[src/rtl/shift_slice_pkg.sv]
package shift_slice_pkg;
  typedef enum logic [2:0] {
    SEL_DATA   = 3'd0,
    SEL_SHADOW = 3'd1,
    SEL_PRESET = 3'd2,
    SEL_COUNT  = 3'd3,
    SEL_POS    = 3'd4,
    SEL_STAT   = 3'd5
  } reg_sel_e;

  localparam int unsigned NUM_SEL = 6;
  localparam int unsigned STAT_STICKY_BIT = 0;
  localparam int unsigned STAT_EN_BIT = 1;
endpackage

[src/rtl/shift_slice_timer.sv]
module shift_slice_timer #(
  parameter int unsigned CNT_W = 16,
  parameter int unsigned POS_W = 8
) (
  input  logic             clk,
  input  logic             rst_n,
  input  logic             tick,
  input  logic             wr_preset,
  input  logic             wr_count,
  input  logic             wr_pos,
  input  logic [CNT_W-1:0] wr_cnt_val,
  input  logic [2*POS_W-1:0] wr_pos_val,
  output logic [CNT_W-1:0] preset_q,
  output logic [CNT_W-1:0] cnt_q,
  output logic [POS_W-1:0] pos_q,
  output logic [POS_W-1:0] prst_q,
  output logic             reload_evt,
  output logic             xchg_evt
);
  // inner divider: reload event when a tick meets an empty count
  assign reload_evt = tick && (cnt_q == '0);
  // outer divider: exchange when a reload event meets an empty position
  assign xchg_evt   = reload_evt && (pos_q == '0);

  always_ff @(posedge clk) begin
    if (!rst_n) begin
      preset_q <= '0;
    end else if (wr_preset) begin
      preset_q <= wr_cnt_val;
    end
  end

  always_ff @(posedge clk) begin
    if (!rst_n) begin
      cnt_q <= '0;
    end else if (wr_count) begin
      cnt_q <= wr_cnt_val;
    end else if (tick) begin
      cnt_q <= reload_evt ? preset_q : cnt_q - 1'b1;
    end
  end

  always_ff @(posedge clk) begin
    if (!rst_n) begin
      pos_q  <= '0;
      prst_q <= '0;
    end else if (wr_pos) begin
      pos_q  <= wr_pos_val[POS_W-1:0];
      prst_q <= wr_pos_val[2*POS_W-1:POS_W];
    end else if (reload_evt) begin
      pos_q  <= xchg_evt ? prst_q : pos_q - 1'b1;
    end
  end
endmodule

[src/rtl/shift_slice_store.sv]
module shift_slice_store #(
  parameter int unsigned DW = 32
) (
  input  logic          clk,
  input  logic          rst_n,
  input  logic          reload_evt,
  input  logic          xchg_evt,
  input  logic          sdi,
  input  logic          wr_live,
  input  logic          wr_shadow,
  input  logic [DW-1:0] wr_val,
  output logic [DW-1:0] data_q,
  output logic [DW-1:0] shadow_q
);
  logic [DW-1:0] shifted;
  assign shifted = {sdi, data_q[DW-1:1]};

  always_ff @(posedge clk) begin
    if (!rst_n) begin
      data_q <= '0;
    end else if (wr_live) begin
      data_q <= wr_val;
    end else if (reload_evt) begin
      data_q <= xchg_evt ? shadow_q : shifted;
    end
  end

  always_ff @(posedge clk) begin
    if (!rst_n) begin
      shadow_q <= '0;
    end else if (wr_shadow) begin
      shadow_q <= wr_val;
    end else if (xchg_evt) begin
      shadow_q <= shifted;
    end
  end
endmodule

[src/rtl/shift_slice_ctrl.sv]
module shift_slice_ctrl (
  input  logic clk,
  input  logic rst_n,
  input  logic en_set,
  input  logic en_clr,
  input  logic xchg_evt,
  input  logic sticky_clr,
  output logic en_q,
  output logic sticky_q,
  output logic pulse_q
);
  always_ff @(posedge clk) begin
    if (!rst_n) begin
      en_q     <= 1'b0;
      sticky_q <= 1'b0;
      pulse_q  <= 1'b0;
    end else begin
      if (en_clr)      en_q <= 1'b0;
      else if (en_set) en_q <= 1'b1;
      if (xchg_evt)        sticky_q <= 1'b1;
      else if (sticky_clr) sticky_q <= 1'b0;
      pulse_q <= xchg_evt;
    end
  end
endmodule

[src/rtl/shift_slice.sv]
module shift_slice
  import shift_slice_pkg::*;
#(
  parameter int unsigned DW    = 32,
  parameter int unsigned CNT_W = 16,
  parameter int unsigned POS_W = 8
) (
  input  logic          clk,
  input  logic          rst_n,
  input  logic          shift_en,
  input  logic          en_set,
  input  logic          en_clr,
  input  logic          wr_en,
  input  logic [2:0]    wr_sel,
  input  logic [DW-1:0] wr_data,
  input  logic [2:0]    rd_sel,
  output logic [DW-1:0] rd_data,
  input  logic          sdi,
  output logic          sdo,
  output logic          xchg_pulse
);
  localparam int unsigned PW2 = 2 * POS_W;

  logic [NUM_SEL-1:0] wr_hit;
  logic               tick;
  logic               reload_evt, xchg_evt;
  logic [CNT_W-1:0]   preset_q, cnt_q;
  logic [POS_W-1:0]   pos_q, prst_q;
  logic [DW-1:0]      data_q, shadow_q;
  logic               en_q, sticky_q, pulse_q;

  for (genvar g = 0; g < NUM_SEL; g++) begin : g_dec
    assign wr_hit[g] = wr_en && (wr_sel == 3'(g));
  end

  assign tick = en_q && shift_en;

  shift_slice_timer #(.CNT_W(CNT_W), .POS_W(POS_W)) u_timer (
    .clk        (clk),
    .rst_n      (rst_n),
    .tick       (tick),
    .wr_preset  (wr_hit[SEL_PRESET]),
    .wr_count   (wr_hit[SEL_COUNT]),
    .wr_pos     (wr_hit[SEL_POS]),
    .wr_cnt_val (wr_data[CNT_W-1:0]),
    .wr_pos_val (wr_data[PW2-1:0]),
    .preset_q   (preset_q),
    .cnt_q      (cnt_q),
    .pos_q      (pos_q),
    .prst_q     (prst_q),
    .reload_evt (reload_evt),
    .xchg_evt   (xchg_evt)
  );

  shift_slice_store #(.DW(DW)) u_store (
    .clk        (clk),
    .rst_n      (rst_n),
    .reload_evt (reload_evt),
    .xchg_evt   (xchg_evt),
    .sdi        (sdi),
    .wr_live    (wr_hit[SEL_DATA]),
    .wr_shadow  (wr_hit[SEL_SHADOW]),
    .wr_val     (wr_data),
    .data_q     (data_q),
    .shadow_q   (shadow_q)
  );

  shift_slice_ctrl u_ctrl (
    .clk        (clk),
    .rst_n      (rst_n),
    .en_set     (en_set),
    .en_clr     (en_clr),
    .xchg_evt   (xchg_evt),
    .sticky_clr (wr_hit[SEL_STAT] && wr_data[STAT_STICKY_BIT]),
    .en_q       (en_q),
    .sticky_q   (sticky_q),
    .pulse_q    (pulse_q)
  );

  always_comb begin
    rd_data = '0;
    case (reg_sel_e'(rd_sel))
      SEL_DATA:   rd_data = data_q;
      SEL_SHADOW: rd_data = shadow_q;
      SEL_PRESET: rd_data = DW'(preset_q);
      SEL_COUNT:  rd_data = DW'(cnt_q);
      SEL_POS:    rd_data = DW'({prst_q, pos_q});
      SEL_STAT: begin
        rd_data[STAT_STICKY_BIT] = sticky_q;
        rd_data[STAT_EN_BIT]     = en_q;
      end
      default:    rd_data = '0;
    endcase
  end

  assign sdo        = data_q[0];
  assign xchg_pulse = pulse_q;
endmodule

[config.mk]
export PLATFORM = sky130hd
export DESIGN_NAME = shift_slice
export DESIGN_NICKNAME = d
export VERILOG_FILES = /design/src/rtl/shift_slice_pkg.sv /design/src/rtl/shift_slice_timer.sv /design/src/rtl/shift_slice_store.sv /design/src/rtl/shift_slice_ctrl.sv /design/src/rtl/shift_slice.sv
export SDC_FILE = /design/constraint.sdc
export NUM_CORES = 1
export LEC_CHECK = 0
export ABC_AREA = 1
export BUFFER_PORTS_ARGS = -buffer_cell sky130_fd_sc_hd__buf_2
export CAP_MARGIN = 20
export CORE_MARGIN = 3
export CORE_UTILIZATION = 60
export DETAILED_ROUTE_END_ITERATION = 8
export GPL_ROUTABILITY_DRIVEN = 0
export MAX_ROUTING_LAYER = met4
export PLACE_DENSITY = 0.81
export SLEW_MARGIN = 10
export SYNTH_ARGS = -nofsm -noshare
export SYNTH_HDL_FRONTEND = slang
export SYNTH_SLANG_ARGS = --single-unit
[constraint.sdc]
create_clock -name clk -period 2.3 [get_ports clk]
set_input_delay 0.345 -clock clk [delete_from_list [all_inputs] [get_ports clk]]
set_output_delay 0.345 -clock clk [all_outputs]
set_load 0.02 [all_outputs]
### Word level (Yosys, flattened, before mapping)

Cells that the tools add are included.

* register bits after elaboration: 115
* output and inout bits: 34
* word-level logic and storage cells: 57

* add/subtract/negate cells: 2
* eq/ne operators: 10
* muxes and demuxes: 15
* bitwise logic cells: 1
* reductions and logical operators: 20

Operators by type and width (number)
* 32-bit two-way mux: 5
* 30-bit one-hot mux with 5 select lines: 1
* 16-bit two-way mux: 3
* 8-bit two-way mux: 3
* 16-bit zero test: 1
* 16-bit by 1-bit subtractor with 16-bit output, second input constant: 1
* 3-bit by 2-bit == test with 1-bit output, second input constant: 4
* 3-bit == test, second input constant: 4
* 2-bit one-hot mux with 6 select lines: 1
* 1-bit logical AND: 10
* 2-bit nonzero test: 5
* 8-bit zero test: 1
* 8-bit by 1-bit subtractor with 8-bit output, second input constant: 1
* 3-bit by 1-bit == test with 1-bit output, second input constant: 2
* 3-bit zero test: 2
* 1-bit two-way mux: 2
* 2-bit OR reduction: 1
* 1-bit NOT: 1

### Longest topological paths before layout

Gate-level depths: netlist (run 1).

* depth in word-level cells: 6
* depth in mapped cells: 13

### Modules after synthesis

From an unflattened synthesis (run 1), not the netlist that was laid out.

* cells, all modules: 1212
* area total of the unflattened synthesis: 7318.3 µm²

Modules (own cells, without submodules)
* shift_slice_store: instances 1, cells an instance 522, area an instance 3284.4 µm², seq. area each 1281.2 µm²
* shift_slice_timer: instances 1, cells an instance 421, area an instance 2770.2 µm², seq. area each 960.9 µm²
* shift_slice: instances 1, cells an instance 257, area an instance 1168.6 µm², seq. area each 0.0 µm²
* shift_slice_ctrl: instances 1, cells an instance 12, area an instance 95.1 µm², seq. area each 60.1 µm²

### Worst setup path before layout (run 1)

OpenSTA, ideal clock, no wires.

* path type: input to output
* start point: input rd_sel[2]
* end point: output rd_data[10]
* arrival: 1.486 ns
* setup slack: 0.469 ns
* cell stages on the path: 4
* buffers on the path: 1
* path through: nor3_1 > buf_2 > inv_1 > o21ai_0

* word-level cells in the longest chain between the ends: 2
* elaborated cells between the ends (all ways): 6
* those cells by class: eq/ne (4); mux (1); reduce/logical (1)

Ends and longest elaborated chain
* start: declaration: line shift_slice.sv:16 `input logic [2:0] rd_sel,`
* 3-bit == test (tied with other cells): line shift_slice.sv:82 `case (reg_sel_e'(rd_sel))`
* 30-bit one-hot mux with 5 select lines (*): line shift_slice.sv:82
* end: declaration: line shift_slice.sv:17 `output logic [DW-1:0] rd_data,`

Every way passes the cells marked *; elsewhere a longest branch is shown, timed or not.

### Worst setup path after layout (run 1)

* start point: register u_timer.cnt_q[15]
* end point: output rd_data[15]

* word-level cells in the longest chain between the ends: 1

Ends and longest elaborated chain
* start: declaration: line shift_slice_timer.sv:14 `output logic [CNT_W-1:0] cnt_q,`
* start signal: assignment: line shift_slice_timer.sv:37 `cnt_q <= wr_cnt_val;`
* start signal: assignment: line shift_slice_timer.sv:39 `cnt_q <= reload_evt ? preset_q : cnt_q - 1'b1;`
* 30-bit one-hot mux with 5 select lines: line shift_slice.sv:82

Every way passes these cells.

==> results.json, run 1 <==
{
  "status": "complete, no violations",
  "ioPinCount": 79,
  "rsz0062_at_grt": "no",
  "wl_um": 23900,
  "port_buffers": 78,
  "clock_skew_ps": 8.952,
  "crit_path_end_kind": "output port",
  "required_ps": 1960,
  "initial_core_util_pct": 62.33,
  "place_area_um2": 7716,
  "fin_area_um2": 8413,
  "via_per_inst": 6.035,
  "combPwrFrac_pct": 16.6,
  "synthDistinctLibCells": 37,
  "setup_tns_ps": 0,
  "seq_area_frac_synth_pct": 31.94,
  "drt-initial-drc-count": 1194,
  "place_inst": 1286,
  "ff2ff_setup_slack_ps": 220,
  "whs_ps": 85.00,
  "clock-sinks": 115,
  "drt_pass1_iterations": 6,
  "cts_inserted_buffers": 17,
  "cts_root_buffer": "clkbuf_16",
  "crit_fanout": 7,
  "yosysTopAreaCell": "dfxtp_1",
  "crit_arrival_ps": 1780,
  "ant_nets": 0,
  "synth_top_area_share_pct": 31.94,
  "mostFrequentLayoutCell": "nand2_1",
  "grt_pass1_wl_um": 37930,
  "clk_path_buf_depth": 2,
  "cts-htree-levels": 4,
  "via_count": 7991,
  "final_cells": 1324,
  "worst_pin_slew_ps": 671.7,
  "cts_tree": "yes",
  "fin_nets": 1216,
  "grt_pass1_vias": 7534,
  "r2r_cells": 12,
  "die_y_um": 115.6,
  "n_antenna_cell": 0,
  "die_area_um2": 13360,
  "swShare_pct": 28.13,
  "dp_hpwl_um": 15800,
  "setup_viol": 0,
  "mostFrequentLayoutCells": "nand2_1, inv_1, dfxtp_1, nor2_1, a21oi_1",
  "fin_crit_sh_pct": 92.30,
  "worst_r2r_startpoint": "u_timer.cnt_q[0]",
  "synth_seq_cells": 115,
  "crit_type": "register to output port",
  "worst_setup_path_start_kind": "register",
  "slew_viol_final": 0,
  "netlist_area_um2": 7208,
  "p_leak_nw": 3.626,
  "power_density_nw_per_um2": 711.2,
  "coreArea_um2": 11560,
  "ctsHoldBuffers": 0,
  "grt_max_degree": 91,
  "drive_above_1_share_pct": 19.81,
  "peakVddDrop_mv": 0.5482,
  "die_w_um": 115.6,
  "post_drt_wl_per_cell_um": 18.05,
  "cap_violations": 0,
  "clkPwrFrac_pct": 48.3,
  "antenna_found_initial": 0,
  "timing.fmax_mhz": 471.1,
  "overflow": 0,
  "ys_warn_count": 0,
  "grt.total_usage_pct": 37.28,
  "ys_top_cells_by_area": "dfxtp_1, nand2_1, inv_1, a21oi_1, nand3_1",
  "hold_viol_final": 0,
  "layout_min_cycle_time_ps": 2123,
  "insertion_delay_ps": 430,
  "hp-class": "input pin to register",
  "slew_headroom_pct": 55.11,
  "p_sw_w": 0.001683,
  "crit_start": "u_timer.cnt_q[15]",
  "synthCells": 1097,
  "seq_power_share_pct": 35.1,
  "rr_endpoint": "u_store.data_q[6]",
  "finalPower_w": 0.005984,
  "crit_end": "rd_data[15]",
  "placementRows": 39,
  "remaining_drc_errors": 0,
  "area_growth_pct": 16.72,
  "p_int_w": 0.004300,
  "postSynthAreaPerCell_um2": 6.571,
  "syn_nets": 1145,
  "clk_transition_reported_paths_ps": 50
}
==> flip-flops by register name, indices dropped and copies added, names as in the netlist, 8 cells and up <==
register          flops
u_timer.preset_q     16
u_store.data_q       32
u_timer.pos_q         8
u_timer.cnt_q        16
u_store.shadow_q     32
u_timer.prst_q        8
==> cell usage after synthesis <==
library cell and count:
nand2_1 201, inv_1 184, dfxtp_1 115, nor2_1 99, a21oi_1 94, nand3_1 82
o22ai_1 64, o21ai_0 59, a21oi_2 30, o21ai_2 30, clkbuf_1 29, buf_2 20
o211ai_1 12, a221oi_1 10, nor2_2 8, xor2_1 7, o2111ai_1 6, inv_2 5
nor2_4 5, nand4_1 4, buf_4 3, buf_6 3, buf_8 3, ha_1 3
nand2_4 3, nor3_1 3, clkinv_1 2, nand2_2 2, nor2_8 2, or2_2 2
buf_1 1, nand2_8 1, nand3_4 1, nor3_2 1, o221ai_1 1, o31ai_1 1
xnor2_1 1
==> layout make-up <==
cell class / count / area [um2]
fill: 971 / 3152
multi-input combinational: 732 / 3891
tap: 143 / 178.9
timing repair buffer: 111 / 675.6
clock inverter: 9 / 148.9
clock buffer: 23 / 498.0
inverter: 191 / 718.2
sequential: 115 / 2302
==> power by group through the flow <==
stage	sequential [W]	combinational, W	clock, W
2_1_floorplan	0.00213	0.000674	0
3_3_place_gp	0.00214	0.000937	0
3_5_place_dp	0.00214	0.000943	0
4_1_cts	0.00210	0.000952	0.00289
5_1_grt	0.00211	0.00107	0.00296
6_report	0.00210	0.000991	0.00289
==> cell families after synthesis <==
group,Yosys count,synth area share [%]
buffers and inverters,250,14.30
AOI/OAI and AO/OA,307,26.89
xor gates and xnor gates,8,0.9721
adders and majority gates,3,0.5208
and+or+nand+nor,414,25.38
DFF,115,31.94
==> metrics by stage <==
| step | setup slack [ps] | util (%) |
|---|---|---|
| global route | 30.89 | 72.75 |
| CTS | 194.2 | 72.31 |
| detailed placement | 207.8 | 66.72 |
| finish | 177.1 | 72.75 |
| floorplan | 468.7 | - |
| global placement | 233.1 | 66.72 |
==> critical path: stages, from the launching register on <==
cell,delay [ps]
dfxtp_1,320
inv_1,200
o21ai_0,170
a221oi_1,330
o21ai_0,150
buf_2,180
==> worst min-delay path by stage <==
| stage | start | endpoint | slack, ps | cells after the start |
|---|---|---|---|---|
| finish | en_clr | u_ctrl.en_q | 90 | 2 |
| global route | en_clr | u_ctrl.en_q | 80 | 2 |
| CTS | en_clr | u_ctrl.en_q | 80 | 2 |
| detailed placement | u_store.shadow_q[27] | u_store.shadow_q[27] | 460 | 2 |
| global placement | u_store.shadow_q[8] | u_store.shadow_q[8] | 460 | 2 |
| floorplan | en_clr | u_ctrl.en_q | 420 | 1 |
==> layer usage <==
metal | track usage (%) | vias to the layer above | routed length, um
li1 | - | 3733 | -
met1 | 47.70 | 3578 | 9388
met4 | 16.51 | 0 | 862
met2 | 56.29 | 580 | 10730
met5 | - | - | 0
met3 | 8.616 | 100 | 2917
==> timing repair <==
action,in CTS,in global routing
buffers inserted,0,6
resized for setup,0,1
endpoints found under the setup margin,0,8
Power figures use the tool's default switching activity.
==> run 2, diff against run 1 <==
--- a/config.mk
+++ b/config.mk
@@ -8,12 +8,12 @@
 export ABC_AREA = 1
 export BUFFER_PORTS_ARGS = -buffer_cell sky130_fd_sc_hd__buf_2
 export CAP_MARGIN = 20
-export CORE_MARGIN = 3
 export CORE_UTILIZATION = 60
 export DETAILED_ROUTE_END_ITERATION = 8
 export GPL_ROUTABILITY_DRIVEN = 0
 export MAX_ROUTING_LAYER = met4
 export PLACE_DENSITY = 0.81
+export RECOVER_POWER = 50
 export SLEW_MARGIN = 10
 export SYNTH_ARGS = -nofsm -noshare
 export SYNTH_HDL_FRONTEND = slang
==> results.json, run 2 (synthesis gave the netlist of run 1 again) <==
{
  "area_growth_pct": 15.76,
  "die_y_um": 111.6,
  "initial_core_util_pct": 62.33,
  "status": "complete, but fails checks",
  "port_buffers": 78,
  "swShare_pct": 28.38,
  "whs_ps": 82.36,
  "clk_path_buf_depth": 2,
  "worst_setup_path_start_kind": "input pin",
  "mostFrequentLayoutCells": "nand2_1, inv_1, dfxtp_1, nor2_1, a21oi_1",
  "drt_pass1_iterations": 9,
  "fin_ws_ps": 53.74,
  "holdPathStages": 2,
  "via_count": 8017,
  "cts-htree-levels": 4,
  "crit_type": "input pin to output port",
  "via_per_inst": 6.069,
  "fin_nets": 1214,
  "num-fill-cells": 1025,
  "grt_pass1_vias": 7525,
  "hold_viol_final": 0,
  "timing.fmax_mhz": 445.2,
  "crit_path_end_kind": "output port",
  "slew_viol_final": 0,
  "post_drt_wl_per_cell_um": 17.99,
  "insertion_delay_ps": 420,
  "setup_tns_ps": 0,
  "clkPwrFrac_pct": 47.7,
  "ff2ff_setup_slack_ps": 150,
  "ctsHoldBuffers": 0,
  "power_density_nw_per_um2": 708.1,
  "clk_transition_reported_paths_ps": 50,
  "worst_pin_slew_ps": 1324,
  "holdPathEnd": "u_ctrl.en_q",
  "cap_violations": 0,
  "crit_fanout": 10,
  "required_ps": 1960,
  "n_antenna_cell": 0,
  "crit_arrival_ps": 1900,
  "dp_hpwl_um": 15970,
  "grt_pass1_wl_um": 38410,
  "die_area_um2": 12460,
  "overflow": 0,
  "peakVddDrop_mv": 0.5160,
  "slew_headroom_pct": 11.73,
  "finalPower_w": 0.005909,
  "p_leak_nw": 3.486,
  "wl_um": 23760,
  "ioPinCount": 79,
  "violations": "design-rule violations",
  "p_int_w": 0.004232,
  "clock-sinks": 115,
  "rsz0062_at_grt": "no",
  "setup_viol": 0,
  "cts_root_buffer": "clkbuf_16",
  "seq_power_share_pct": 35.6,
  "combPwrFrac_pct": 16.7,
  "r2r_cells": 11,
  "mostFrequentLayoutCell": "nand2_1",
  "grt_max_degree": 33,
  "fin_crit_sh_pct": 97.66,
  "remaining_drc_errors": 2,
  "slowest_delay_ps": 560,
  "layout_min_cycle_time_ps": 2246,
  "top_regs": "u_store.data_q x32, u_store.shadow_q x32",
  "path_cells": "buf_2 > inv_1 > nand2_1 > clkinv_1 > a221oi_1 > o21ai_0 > buf_2",
  "p_sw_w": 0.001677,
  "hold_start": "en_clr",
  "die_w_um": 111.6,
  "post_cts.repair.setup_buffers": 0,
  "worst_r2r_startpoint": "u_timer.cnt_q[0]",
  "cts_inserted_buffers": 17,
  "coreArea_um2": 11560,
  "hp-class": "input pin to register",
  "cp_slowest_cell": "a221oi_1",
  "ant_nets": 0,
  "cts_tree": "yes",
  "clock_skew_ps": 6.889,
  "drive_above_1_share_pct": 17.15,
  "antenna_found_initial": 0,
  "critPathMostFrequentCell": "buf_2",
  "dp_slack_ps": 129.6,
  "final_core_util_pct": 72.15,
  "placementRows": 39,
  "rr_endpoint": "u_store.shadow_q[26]",
  "cts_resized": 0,
  "drt-initial-drc-count": 1033,
  "grt.total_usage_pct": 40.42
}
## run 2: changes by cell type in the layout (fill, tap and decap cells not counted), moves of 2 or more
cell	change
buf_12	+2
buf_2	-24
buf_4	-9
clkbuf_1	+26
clkbuf_2	+3
clkbuf_8	-2
clkinvlp_4	+2
## run 2: worst max-delay path by stage
stage / to / slack, ps / startpoint
floorplan: rd_data[10] / 470 / rd_sel[2]
global placement: rd_data[10] / 190 / rd_sel[2]
detailed placement: rd_data[10] / 130 / rd_sel[2]
CTS: rd_data[10] / 120 / rd_sel[2]
global route: u_timer.preset_q[9] / 30 / wr_sel[2]
finish: rd_data[10] / 50 / rd_sel[2]
## run 2: layout make-up
| cell class | count | area (um2) | area share, % |
|---|---|---|---|
| Clock buffer | 21 | 470.5 | 5.638 |
| Clock inverter | 10 | 155.1 | 1.859 |
| Inverter | 191 | 718.2 | 8.607 |
| Multi-Input combinational cell | 732 | 3879 | 46.48 |
| Sequential cell | 115 | 2302 | 27.59 |
| Tap cell | 143 | 178.9 | 2.144 |
| Timing Repair Buffer | 109 | 640.6 | 7.677 |
## run 2: stage by stage
step / cells / instance area [um2]
after floorplan: 1097 / 7208
after global placement: 1290 / 7784
after detailed placement: 1290 / 7784
after CTS: 1321 / 8409
after global routing: 1321 / 8344
final: 1321 / 8344
## run 2: metal layers
metal  vias up  global-route usage (%)  part of all wire [%]
met5         -                       -                     0
met4         0                   20.27                   4.3
met3        85                   8.601                    11
met2       510                   60.50                    44
met1      3685                   51.55                    41
li1       3737                       -                     -
## run 2: worst max-delay path, delay by kind of cell
kind	cells	cell delay [ps]
AO/OA/AOI/OAI	2	730
buffers and inverters	4	720
AND/OR/NAND/NOR	1	90
## run 2: power by group through the flow
| stage | clock network (W) | logic, W | registers (W) |
|---|---|---|---|
| 2_1_floorplan | 0 | 0.000674 | 0.00213 |
| 3_3_place_gp | 0 | 0.000941 | 0.00214 |
| 3_5_place_dp | 0 | 0.000957 | 0.00214 |
| 4_1_cts | 0.00282 | 0.000965 | 0.00210 |
| 5_1_grt | 0.00291 | 0.00107 | 0.00210 |
| 6_report | 0.00282 | 0.000988 | 0.00210 |
==> run 3, diff against run 2 <==
--- a/config.mk
+++ b/config.mk
@@ -13,7 +13,7 @@
 export GPL_ROUTABILITY_DRIVEN = 0
 export MAX_ROUTING_LAYER = met4
 export PLACE_DENSITY = 0.81
-export RECOVER_POWER = 50
+export RECOVER_POWER = 25
 export SLEW_MARGIN = 10
 export SYNTH_ARGS = -nofsm -noshare
 export SYNTH_HDL_FRONTEND = slang
==> results.json, run 3 (synthesis gave the netlist of run 1 again) <==
{
  "status": "complete, but fails checks",
  "violations": "design-rule violations",
  "setup_viol": 0,
  "die_w_um": 111.6,
  "port_buffers": 78,
  "slew_headroom_pct": 11.29,
  "ioPinCount": 79,
  "combPwrFrac_pct": 16.8,
  "p_int_w": 0.004236,
  "timing.fmax_mhz": 445.3,
  "hold_viol_final": 0,
  "p_leak_nw": 3.545,
  "post_drt_wl_per_cell_um": 18.04,
  "n_antenna_cell": 0,
  "worst_setup_path_start_kind": "input pin",
  "clk_path_buf_depth": 2,
  "fin_ws_ps": 54.22,
  "crit_fanout": 10,
  "grt_pass1_wl_um": 38410,
  "cts_root_buffer": "clkbuf_16",
  "drive_above_1_share_pct": 18.17,
  "drt-initial-drc-count": 1091,
  "fin_crit_sh_pct": 97.64,
  "clock-sinks": 115,
  "clk_transition_reported_paths_ps": 50,
  "die_y_um": 111.6,
  "cts-htree-levels": 4,
  "ant_nets": 0,
  "coreArea_um2": 11560,
  "hp-class": "input pin to register",
  "grt_max_degree": 33,
  "mostFrequentLayoutCells": "nand2_1, inv_1, dfxtp_1, nor2_1, a21oi_1",
  "wl_um": 23830,
  "num-fill-cells": 1016,
  "placementRows": 39,
  "crit_path_end_kind": "output port",
  "setup_tns_ps": 0,
  "seq_power_share_pct": 35.5,
  "overflow": 0,
  "required_ps": 1960,
  "cap_violations": 0,
  "crit_type": "input pin to output port",
  "die_area_um2": 12460,
  "rsz0062_at_grt": "no",
  "drt_pass1_iterations": 9,
  "fin_nets": 1214,
  "power_density_nw_per_um2": 707.1,
  "dp_slack_ps": 129.6,
  "via_per_inst": 6.054,
  "initial_core_util_pct": 62.33,
  "swShare_pct": 28.48,
  "crit_arrival_ps": 1900,
  "cts_tree": "yes",
  "final_core_util_pct": 72.43,
  "grt_pass1_vias": 7525,
  "p_sw_w": 0.001687,
  "cts_resized": 0,
  "top_regs": "u_store.data_q x32, u_store.shadow_q x32",
  "grt.total_usage_pct": 40.42,
  "ctsHoldBuffers": 0,
  "clock_skew_ps": 7.193,
  "insertion_delay_ps": 420,
  "area_growth_pct": 16.21,
  "slew_viol_final": 0,
  "worst_pin_slew_ps": 1323,
  "mostFrequentLayoutCell": "nand2_1",
  "layout_min_cycle_time_ps": 2246,
  "dp_hpwl_um": 15970,
  "clkPwrFrac_pct": 47.8,
  "remaining_drc_errors": 2,
  "peakVddDrop_mv": 0.5137,
  "via_count": 7997,
  "antenna_found_initial": 0,
  "cts_inserted_buffers": 17,
  "post_cts.repair.setup_buffers": 0,
  "register_area_um2": 2302,
  "multi_input_area_um2": 3879
}
-- run 3: power groups by stage --
stage	Sequential, W	Clock, W	Combinational [W]
4_1_cts	0.00210	0.00282	0.000965
5_1_grt	0.00210	0.00291	0.00108
3_5_place_dp	0.00214	0	0.000957
6_report	0.00210	0.00283	0.000992
3_3_place_gp	0.00214	0	0.000941
2_1_floorplan	0.00213	0	0.000674
-- run 3: metal layers --
| metal | vias to the layer above | wire (um) | global-route usage (%) |
|---|---|---|---|
| met5 | - | 0 | - |
| met4 | 0 | 962 | 20.27 |
| met3 | 95 | 2567 | 8.601 |
| met2 | 524 | 10640 | 60.50 |
| met1 | 3642 | 9658 | 51.55 |
| li1 | 3736 | - | - |
-- run 3: worst paths after layout --
kind | from | endpoint | slack, ps | depth (start not counted)
min | en_clr | u_ctrl.en_q | 80 | 2
max | rd_sel[2] | rd_data[10] | 50 | 7
max reg2reg | u_timer.cnt_q[0] | u_store.shadow_q[26] | 130 | 11
min reg2reg | u_store.shadow_q[20] | u_store.shadow_q[20] | 480 | 2
-- run 3: cell type report --
cell class / count / share of cell area, %
Clock buffer: 21 / 5.616
Multi-Input combinational cell: 732 / 46.30
Clock inverter: 10 / 1.852
Timing Repair Buffer: 109 / 8.036
Sequential cell: 115 / 27.48
Tap cell: 143 / 2.136
Inverter: 191 / 8.574
-- run 3: metrics by stage --
stage / cells / hold WS [ps] / power (W) / area [um2]
2_1_floorplan: 1097 / 424.3 / 0.002800 / 7208
3_3_place_gp: 1290 / 458.5 / 0.003080 / 7784
3_5_place_dp: 1290 / 463.4 / 0.003097 / 7784
4_1_cts: 1321 / 76.54 / 0.005887 / 8409
5_1_grt: 1321 / 98.95 / 0.006092 / 8377
6_report: 1321 / 84.49 / 0.005923 / 8377
-- run 3: worst max-delay path, cell delays in order --
cell and delay [ps]:
buf_2 170, inv_1 80, nand2_1 90, clkinv_1 270, a221oi_1 560, o21ai_0 180, buf_2 190
